==> config.mk <==
export PLATFORM = sky130hd
export DESIGN_NAME = ld_exec_unit
export DESIGN_NICKNAME = d
export VERILOG_FILES = /design/src/rtl/ld_exec_pkg.sv /design/src/rtl/ld_rst_sync.sv /design/src/rtl/ld_ea_calc.sv /design/src/rtl/ld_result_fmt.sv /design/src/rtl/ld_ctrl.sv /design/src/rtl/ld_exec_unit.sv
export SDC_FILE = /design/constraint.sdc
export NUM_CORES = 1
export LEC_CHECK = 0
export BUFFER_PORTS_ARGS = -buffer_cell sky130_fd_sc_hd__buf_4
export CORE_MARGIN = 2
export CORE_UTILIZATION = 55
export CTS_CLUSTER_SIZE = 16
export DETAILED_ROUTE_END_ITERATION = 8
export GPL_ROUTABILITY_DRIVEN = 0
export PLACE_DENSITY = 0.81
export SLEW_MARGIN = 20
export SYNTH_ARGS = -nofsm -noshare
export SYNTH_HDL_FRONTEND = slang
export SYNTH_HIERARCHICAL = 1
export SYNTH_SLANG_ARGS = --single-unit
==> constraint.sdc <==
create_clock -name clk -period 8.27 [get_ports clk]
set_clock_uncertainty 0.1 [all_clocks]
set_input_delay 1.2405 -clock clk [delete_from_list [all_inputs] [get_ports clk]]
set_output_delay 1.2405 -clock clk [all_outputs]
set_load 0.1 [all_outputs]
==> src/rtl/ld_exec_pkg.sv <==
package ld_exec_pkg;
  localparam int XLEN_DEF   = 64;
  localparam int IDX_W_DEF  = 5;
  localparam int DISP_W_DEF = 16;

  typedef enum logic [1:0] {
    SZ_BYTE = 2'd0,
    SZ_HALF = 2'd1,
    SZ_WORD = 2'd2,
    SZ_DBL  = 2'd3
  } ld_size_e;

  typedef enum logic [1:0] {
    ST_IDLE = 2'd0,
    ST_REQ  = 2'd1,
    ST_RSP  = 2'd2,
    ST_DONE = 2'd3
  } ld_state_e;
endpackage

==> src/rtl/ld_rst_sync.sv <==
module ld_rst_sync (
  input  logic clk,
  input  logic rst_n_in,
  output logic rst_n_out
);
  logic [1:0] sync_q;

  always_ff @(posedge clk or negedge rst_n_in) begin
    if (!rst_n_in) sync_q <= 2'b00;
    else           sync_q <= {sync_q[0], 1'b1};
  end

  assign rst_n_out = sync_q[1];
endmodule

==> src/rtl/ld_ea_calc.sv <==
module ld_ea_calc #(
  parameter int XLEN   = ld_exec_pkg::XLEN_DEF,
  parameter int IDX_W  = ld_exec_pkg::IDX_W_DEF,
  parameter int DISP_W = ld_exec_pkg::DISP_W_DEF
) (
  input  logic [IDX_W-1:0]  base_idx,
  input  logic [XLEN-1:0]   base_val,
  input  logic [DISP_W-1:0] disp,
  input  logic              ds_form,
  input  logic              update,
  output logic [XLEN-1:0]   ea
);
  localparam int DS_W = DISP_W - 2;

  logic [XLEN-1:0] base_eff;
  logic [XLEN-1:0] offs;

  always_comb begin
    // index zero means constant zero, but only without writeback
    if (!update && (base_idx == '0)) base_eff = '0;
    else                             base_eff = base_val;

    if (ds_form)
      offs = {{(XLEN-DISP_W){disp[DS_W-1]}}, disp[DS_W-1:0], 2'b00};
    else
      offs = {{(XLEN-DISP_W){disp[DISP_W-1]}}, disp};

    ea = base_eff + offs;
  end
endmodule

==> src/rtl/ld_result_fmt.sv <==
module ld_result_fmt #(
  parameter int XLEN = ld_exec_pkg::XLEN_DEF
) (
  input  logic [XLEN-1:0]        raw,
  input  ld_exec_pkg::ld_size_e  size,
  input  logic                   sext,
  output logic [XLEN-1:0]        data
);
  import ld_exec_pkg::*;

  localparam int NLANE = XLEN / 8;

  logic [3:0] nbytes;
  logic       top_bit;
  logic       fill;

  always_comb begin
    nbytes = 4'd1 << size;
    case (size)
      SZ_BYTE: top_bit = raw[7];
      SZ_HALF: top_bit = raw[15];
      SZ_WORD: top_bit = raw[31];
      default: top_bit = raw[XLEN-1];
    endcase
    fill = sext && top_bit && (size != SZ_DBL);
  end

  for (genvar lane = 0; lane < NLANE; lane++) begin : g_lane
    always_comb begin
      if (lane < int'(nbytes)) data[lane*8 +: 8] = raw[lane*8 +: 8];
      else                     data[lane*8 +: 8] = {8{fill}};
    end
  end
endmodule

==> src/rtl/ld_ctrl.sv <==
module ld_ctrl (
  input  logic                   clk,
  input  logic                   rst_n,
  input  logic                   op_fire,
  input  logic                   op_bad,
  input  logic                   req_ready,
  input  logic                   rsp_valid,
  output ld_exec_pkg::ld_state_e state,
  output logic                   rsp_fire
);
  import ld_exec_pkg::*;

  ld_state_e state_d;
  ld_state_e state_q;

  always_comb begin
    state_d  = state_q;
    rsp_fire = 1'b0;
    case (state_q)
      ST_IDLE: if (op_fire) state_d = op_bad ? ST_DONE : ST_REQ;
      ST_REQ:  if (req_ready) state_d = ST_RSP;
      ST_RSP:  if (rsp_valid) begin
                 state_d  = ST_DONE;
                 rsp_fire = 1'b1;
               end
      default: state_d = ST_IDLE;
    endcase
  end

  always_ff @(posedge clk or negedge rst_n) begin
    if (!rst_n) state_q <= ST_IDLE;
    else        state_q <= state_d;
  end

  assign state = state_q;
endmodule

==> src/rtl/ld_exec_unit.sv <==
module ld_exec_unit #(
  parameter int XLEN   = ld_exec_pkg::XLEN_DEF,
  parameter int IDX_W  = ld_exec_pkg::IDX_W_DEF,
  parameter int DISP_W = ld_exec_pkg::DISP_W_DEF
) (
  input  logic              clk,
  input  logic              rst_n,
  input  logic              op_valid,
  output logic              op_ready,
  input  logic [IDX_W-1:0]  op_base_idx,
  input  logic [XLEN-1:0]   op_base_val,
  input  logic [DISP_W-1:0] op_disp,
  input  logic              op_ds,
  input  logic [1:0]        op_size,
  input  logic              op_sext,
  input  logic              op_update,
  input  logic [IDX_W-1:0]  op_dst_idx,
  output logic              mem_req_valid,
  input  logic              mem_req_ready,
  output logic [XLEN-1:0]   mem_req_addr,
  output logic [3:0]        mem_req_bytes,
  input  logic              mem_rsp_valid,
  output logic              mem_rsp_ready,
  input  logic [XLEN-1:0]   mem_rsp_data,
  output logic              res_valid,
  output logic [XLEN-1:0]   res_data,
  output logic [IDX_W-1:0]  res_dst_idx,
  output logic              res_wb_en,
  output logic [IDX_W-1:0]  res_wb_idx,
  output logic [XLEN-1:0]   res_wb_data,
  output logic              res_illegal
);
  import ld_exec_pkg::*;

  logic            rst_n_s;
  ld_state_e       state;
  logic            op_fire;
  logic            op_bad;
  logic            rsp_fire;
  logic [XLEN-1:0] ea_c;
  logic [XLEN-1:0] fmt_c;

  // latched operation
  logic [XLEN-1:0]  ea_q,   ea_d;
  ld_size_e         size_q, size_d;
  logic             sext_q, sext_d;
  logic             upd_q,  upd_d;
  logic             bad_q,  bad_d;
  logic [IDX_W-1:0] bidx_q, bidx_d;
  logic [IDX_W-1:0] didx_q, didx_d;
  logic [XLEN-1:0]  data_q, data_d;

  ld_rst_sync u_rst (
    .clk       (clk),
    .rst_n_in  (rst_n),
    .rst_n_out (rst_n_s)
  );

  ld_ea_calc #(.XLEN(XLEN), .IDX_W(IDX_W), .DISP_W(DISP_W)) u_ea (
    .base_idx (op_base_idx),
    .base_val (op_base_val),
    .disp     (op_disp),
    .ds_form  (op_ds),
    .update   (op_update),
    .ea       (ea_c)
  );

  ld_ctrl u_ctrl (
    .clk       (clk),
    .rst_n     (rst_n_s),
    .op_fire   (op_fire),
    .op_bad    (op_bad),
    .req_ready (mem_req_ready),
    .rsp_valid (mem_rsp_valid),
    .state     (state),
    .rsp_fire  (rsp_fire)
  );

  ld_result_fmt #(.XLEN(XLEN)) u_fmt (
    .raw  (mem_rsp_data),
    .size (size_q),
    .sext (sext_q),
    .data (fmt_c)
  );

  assign op_ready = (state == ST_IDLE);
  assign op_fire  = op_valid && op_ready;
  assign op_bad   = op_update && ((op_base_idx == '0) || (op_base_idx == op_dst_idx));

  // next-state for the operation and result registers
  always_comb begin
    ea_d   = ea_q;
    size_d = size_q;
    sext_d = sext_q;
    upd_d  = upd_q;
    bad_d  = bad_q;
    bidx_d = bidx_q;
    didx_d = didx_q;
    data_d = data_q;
    if (op_fire) begin
      ea_d   = ea_c;
      size_d = ld_size_e'(op_size);
      sext_d = op_sext;
      upd_d  = op_update;
      bad_d  = op_bad;
      bidx_d = op_base_idx;
      didx_d = op_dst_idx;
    end
    if (rsp_fire) data_d = fmt_c;
  end

  always_ff @(posedge clk or negedge rst_n_s) begin
    if (!rst_n_s) begin
      ea_q   <= '0;
      size_q <= SZ_BYTE;
      sext_q <= 1'b0;
      upd_q  <= 1'b0;
      bad_q  <= 1'b0;
      bidx_q <= '0;
      didx_q <= '0;
      data_q <= '0;
    end else begin
      ea_q   <= ea_d;
      size_q <= size_d;
      sext_q <= sext_d;
      upd_q  <= upd_d;
      bad_q  <= bad_d;
      bidx_q <= bidx_d;
      didx_q <= didx_d;
      data_q <= data_d;
    end
  end

  assign mem_req_valid = (state == ST_REQ);
  assign mem_req_addr  = ea_q;
  assign mem_req_bytes = 4'd1 << size_q;
  assign mem_rsp_ready = (state == ST_RSP);

  assign res_valid   = (state == ST_DONE) && !bad_q;
  assign res_illegal = (state == ST_DONE) && bad_q;
  assign res_data    = data_q;
  assign res_dst_idx = didx_q;
  assign res_wb_en   = res_valid && upd_q;
  assign res_wb_idx  = bidx_q;
  assign res_wb_data = ea_q;
endmodule

==> impl_metrics.toml <==
[worst_setup_path]
critical_path.max_fanout = 64
data_arrival_time_of_the_worst_path_ns = 5.26
critical_path.endpoint_type = "flop"
crit_path_start_kind = "input port"
timing.setup.critical_path_class = "input port to flop"
launch_instance_of_the_worst_register_to_register_path = "u_ctrl/state[0]$_DFFE_PN0P_"
reg2reg_slack_ns = 5.61
r2r_cells = 5
cp_data_required_time_ns = 8.48
reg_to_reg_endpoint = "res_data[10]$_DFFE_PN0P_"

[die]
initial_utilization = 0.561
floorplan.die.height_um = 151
horizontal_extent_of_the_die_um = 151
fp.dieArea_um2 = 22700
row_count = 53
top_level_ports = 376
fp.coreArea_um2 = 21100

[final_layout]
multi_input_comb_area_um2 = 7100
fillerInstances = 1617
register_area_um2 = 3680
syn_to_final_growth_pct = 24.0
finalNonFillerCells = 1745
drive_above_1_share = 0.413
design.final.nets = 1688

[status]
status = "finished clean"

[timing]
final_min_period_over_clock_period = 0.611
setup_repair_after_global_routing_missed_its_margin = "no"
count_of_final_setup_violators = 0
slew_headroom = 0.260
clock.fmax_mhz = 198
fin_crit_ns = 5.05
final_max_slew_viol_count = 0
setup_total_negative_slack_ns = 0
finalHoldViolCount = 0
worst_slack_ns = 3.22
max_slew.worst_pin.slew_ns = 1.11

[detailed_routing]
routed_via_density = 5.88
drt-pass1-iter-count = 7
num_vias = 10300
drt-total-wl_um = 33600
wl_per_cell_um = 19.2
route.antenna.remaining_nets = 0
first_iteration_detailed_routing_drc_count = 620
drc = 0

[global_routing]
maximum_number_of_pins_on_one_net_before_global_route_repair = 65
grtUsageTotal = 0.286
grt_pass1_wl_um = 51400
grt_overflow_total = 0
grt_antenna_before_repair = 1
first_global_vias = 9899

[synthesis]
dominantRegCellSynth = "sky130_fd_sc_hd__dfrtp_1"
synth_seq_area_share = 0.311
synth.avg_cell_area_um2 = 9.87
synth_enable_flop_cells = 0
synth_fp_nets = 1431
yosys.cell_types.count = 77
synthArstFlopShare = 1.00
synth.most_common_cell = "sky130_fd_sc_hd__dfrtp_1"
yosysTopAreaCellShare = 0.311
post_synth_instance_area_um2 = 11800
syn-instance-count = 1199
netlist_top_cells_count = "sky130_fd_sc_hd__dfrtp_1 (147), sky130_fd_sc_hd__mux2_2 (78), sky130_fd_sc_hd__mux2_4 (77)"
yosys_register_bits = 147
yosys.area.top_type = "sky130_fd_sc_hd__dfrtp_1"
synth_top_cells_by_area = "sky130_fd_sc_hd__dfrtp_1 (31%), sky130_fd_sc_hd__mux2_4 (9.8%), sky130_fd_sc_hd__mux2_2 (7.4%)"
synthesis.yosys.warnings = 6

[placement]
dpl.hpwl_um = 25500
detailedPlace.worstSlack_ns = 2.88
numPlacedInstances = 1712
port_buf_inserts = 375

[clock_tree]
cts.clk_slew.worst_paths_ns = 0.07
numCtsBuffers = 17
tritoncts_clock_tree = "yes"
postCtsResizedCells = 0
cts_post_setup_buffers_inserted = 0
cts_root_buffer = "sky130_fd_sc_hd__clkbuf_16"
clock_path_buffers = 2
clock_latency_ns = 0.42
clock-sinks = 147
postCtsHoldBufs = 0
number_of_h_tree_levels = 4

[hold_path]
min_delay_worst_type = "flop to asynchronous set/reset pin"

[job]
timing.max_cap.violations = 0
[critical path: stages]
cell,delay (ns)
sky130_fd_sc_hd__buf_4,0.13
sky130_fd_sc_hd__nor4_1,0.40
sky130_fd_sc_hd__nand2_1,0.10
sky130_fd_sc_hd__buf_4,0.27
sky130_fd_sc_hd__and2_1,0.25
sky130_fd_sc_hd__ha_1,0.44
sky130_fd_sc_hd__nand4_1,0.19
sky130_fd_sc_hd__or3_1,0.40
sky130_fd_sc_hd__nor4_1,0.31
sky130_fd_sc_hd__o211ai_1,0.21
sky130_fd_sc_hd__a21oi_1,0.31
sky130_fd_sc_hd__a21oi_1,0.24
sky130_fd_sc_hd__o31ai_1,0.34
sky130_fd_sc_hd__xnor2_1,0.12
sky130_fd_sc_hd__mux2_4,0.27
[cell families after synthesis]
group	count (synthesis)	synth area share
AOI/OAI and AO/OA	286	0.168
and+or+nand+nor	304	0.133
other	1	0.000317
xor gates and xnor gates	68	0.0503
adders and majority gates	68	0.0725
muxes	158	0.176
DFF	147	0.311
buffers and inverters	167	0.0891
[routing by layer]
| layer | up-vias | wire length, um | part of all wire | track usage |
|---|---|---|---|---|
| met5 | - | 0 | 0 | 0 |
| met4 | 0 | 912 | 0.027 | 0.102 |
| met3 | 77 | 2520 | 0.075 | 0.0530 |
| met2 | 492 | 16800 | 0.50 | 0.500 |
| met1 | 4945 | 13400 | 0.40 | 0.351 |
| li1 | 4755 | - | - | - |
[area by class of cell]
cell class                 count  area share
multi-input combinational    885       0.484
inverter                      21     0.00537
sequential                   147       0.251
clock inverter                14     0.00973
tap                          275      0.0235
clock buffer                  18      0.0293
antenna                        1    0.000171
timing repair buffer         384       0.197
[flip-flops by register name, summed over array words and instances (netlist names)]
register / count
res_data: 64
res_dst_idx: 5
upd_q: 1
sext_q: 1
u_ctrl/state: 2
size_q: 2
u_rst/sync_q: 2
res_wb_idx: 5
mem_req_addr: 64
bad_q: 1
[stage by stage]
stage	instance area (um2)	hold slack (ns)	utilization
5_1_grt	14700	0.255	0.696
4_1_cts	14700	0.223	0.695
6_report	14700	0.201	0.696
3_5_place_dp	14100	0.208	0.668
2_1_floorplan	11800	0.231	-
3_3_place_gp	14100	0.207	0.668
[placed cells by master, fill, tap and decap left out, types with 15 or more instances in the layout]
cell	count
sky130_fd_sc_hd__clkbuf_16	17
sky130_fd_sc_hd__nand2_1	74
sky130_fd_sc_hd__dfrtp_1	145
sky130_fd_sc_hd__buf_4	384
sky130_fd_sc_hd__o21bai_1	16
sky130_fd_sc_hd__nor2_1	42
sky130_fd_sc_hd__o211ai_2	15
sky130_fd_sc_hd__inv_1	21
sky130_fd_sc_hd__nand3_1	45
sky130_fd_sc_hd__o21ai_0	52
sky130_fd_sc_hd__xnor2_1	47
sky130_fd_sc_hd__mux2_4	77
sky130_fd_sc_hd__xor2_1	21
sky130_fd_sc_hd__ha_1	67
sky130_fd_sc_hd__a21o_1	43
sky130_fd_sc_hd__a21oi_1	72
sky130_fd_sc_hd__nand4_1	25
sky130_fd_sc_hd__o211ai_1	22
sky130_fd_sc_hd__and2_1	67
sky130_fd_sc_hd__mux2_2	78
[how the worst max path moves through the flow]
stage / from / end / depth (start not counted) / slack [ns]
6_report: op_base_idx[4] / mem_req_addr[63]$_DFFE_PN0P_ / 15 / 3.22
5_1_grt: op_base_idx[4] / mem_req_addr[58]$_DFFE_PN0P_ / 17 / 2.99
4_1_cts: op_ds / mem_req_addr[63]$_DFFE_PN0P_ / 12 / 3.33
3_5_place_dp: op_ds / mem_req_addr[63]$_DFFE_PN0P_ / 12 / 2.88
3_3_place_gp: op_ds / mem_req_addr[63]$_DFFE_PN0P_ / 12 / 2.98
2_1_floorplan: op_ds / mem_req_addr[58]$_DFFE_PN0P_ / 14 / 3.46
Power is not shown: default switching activity piles up to over one toggle a cycle in this logic, so the estimate is an artifact.
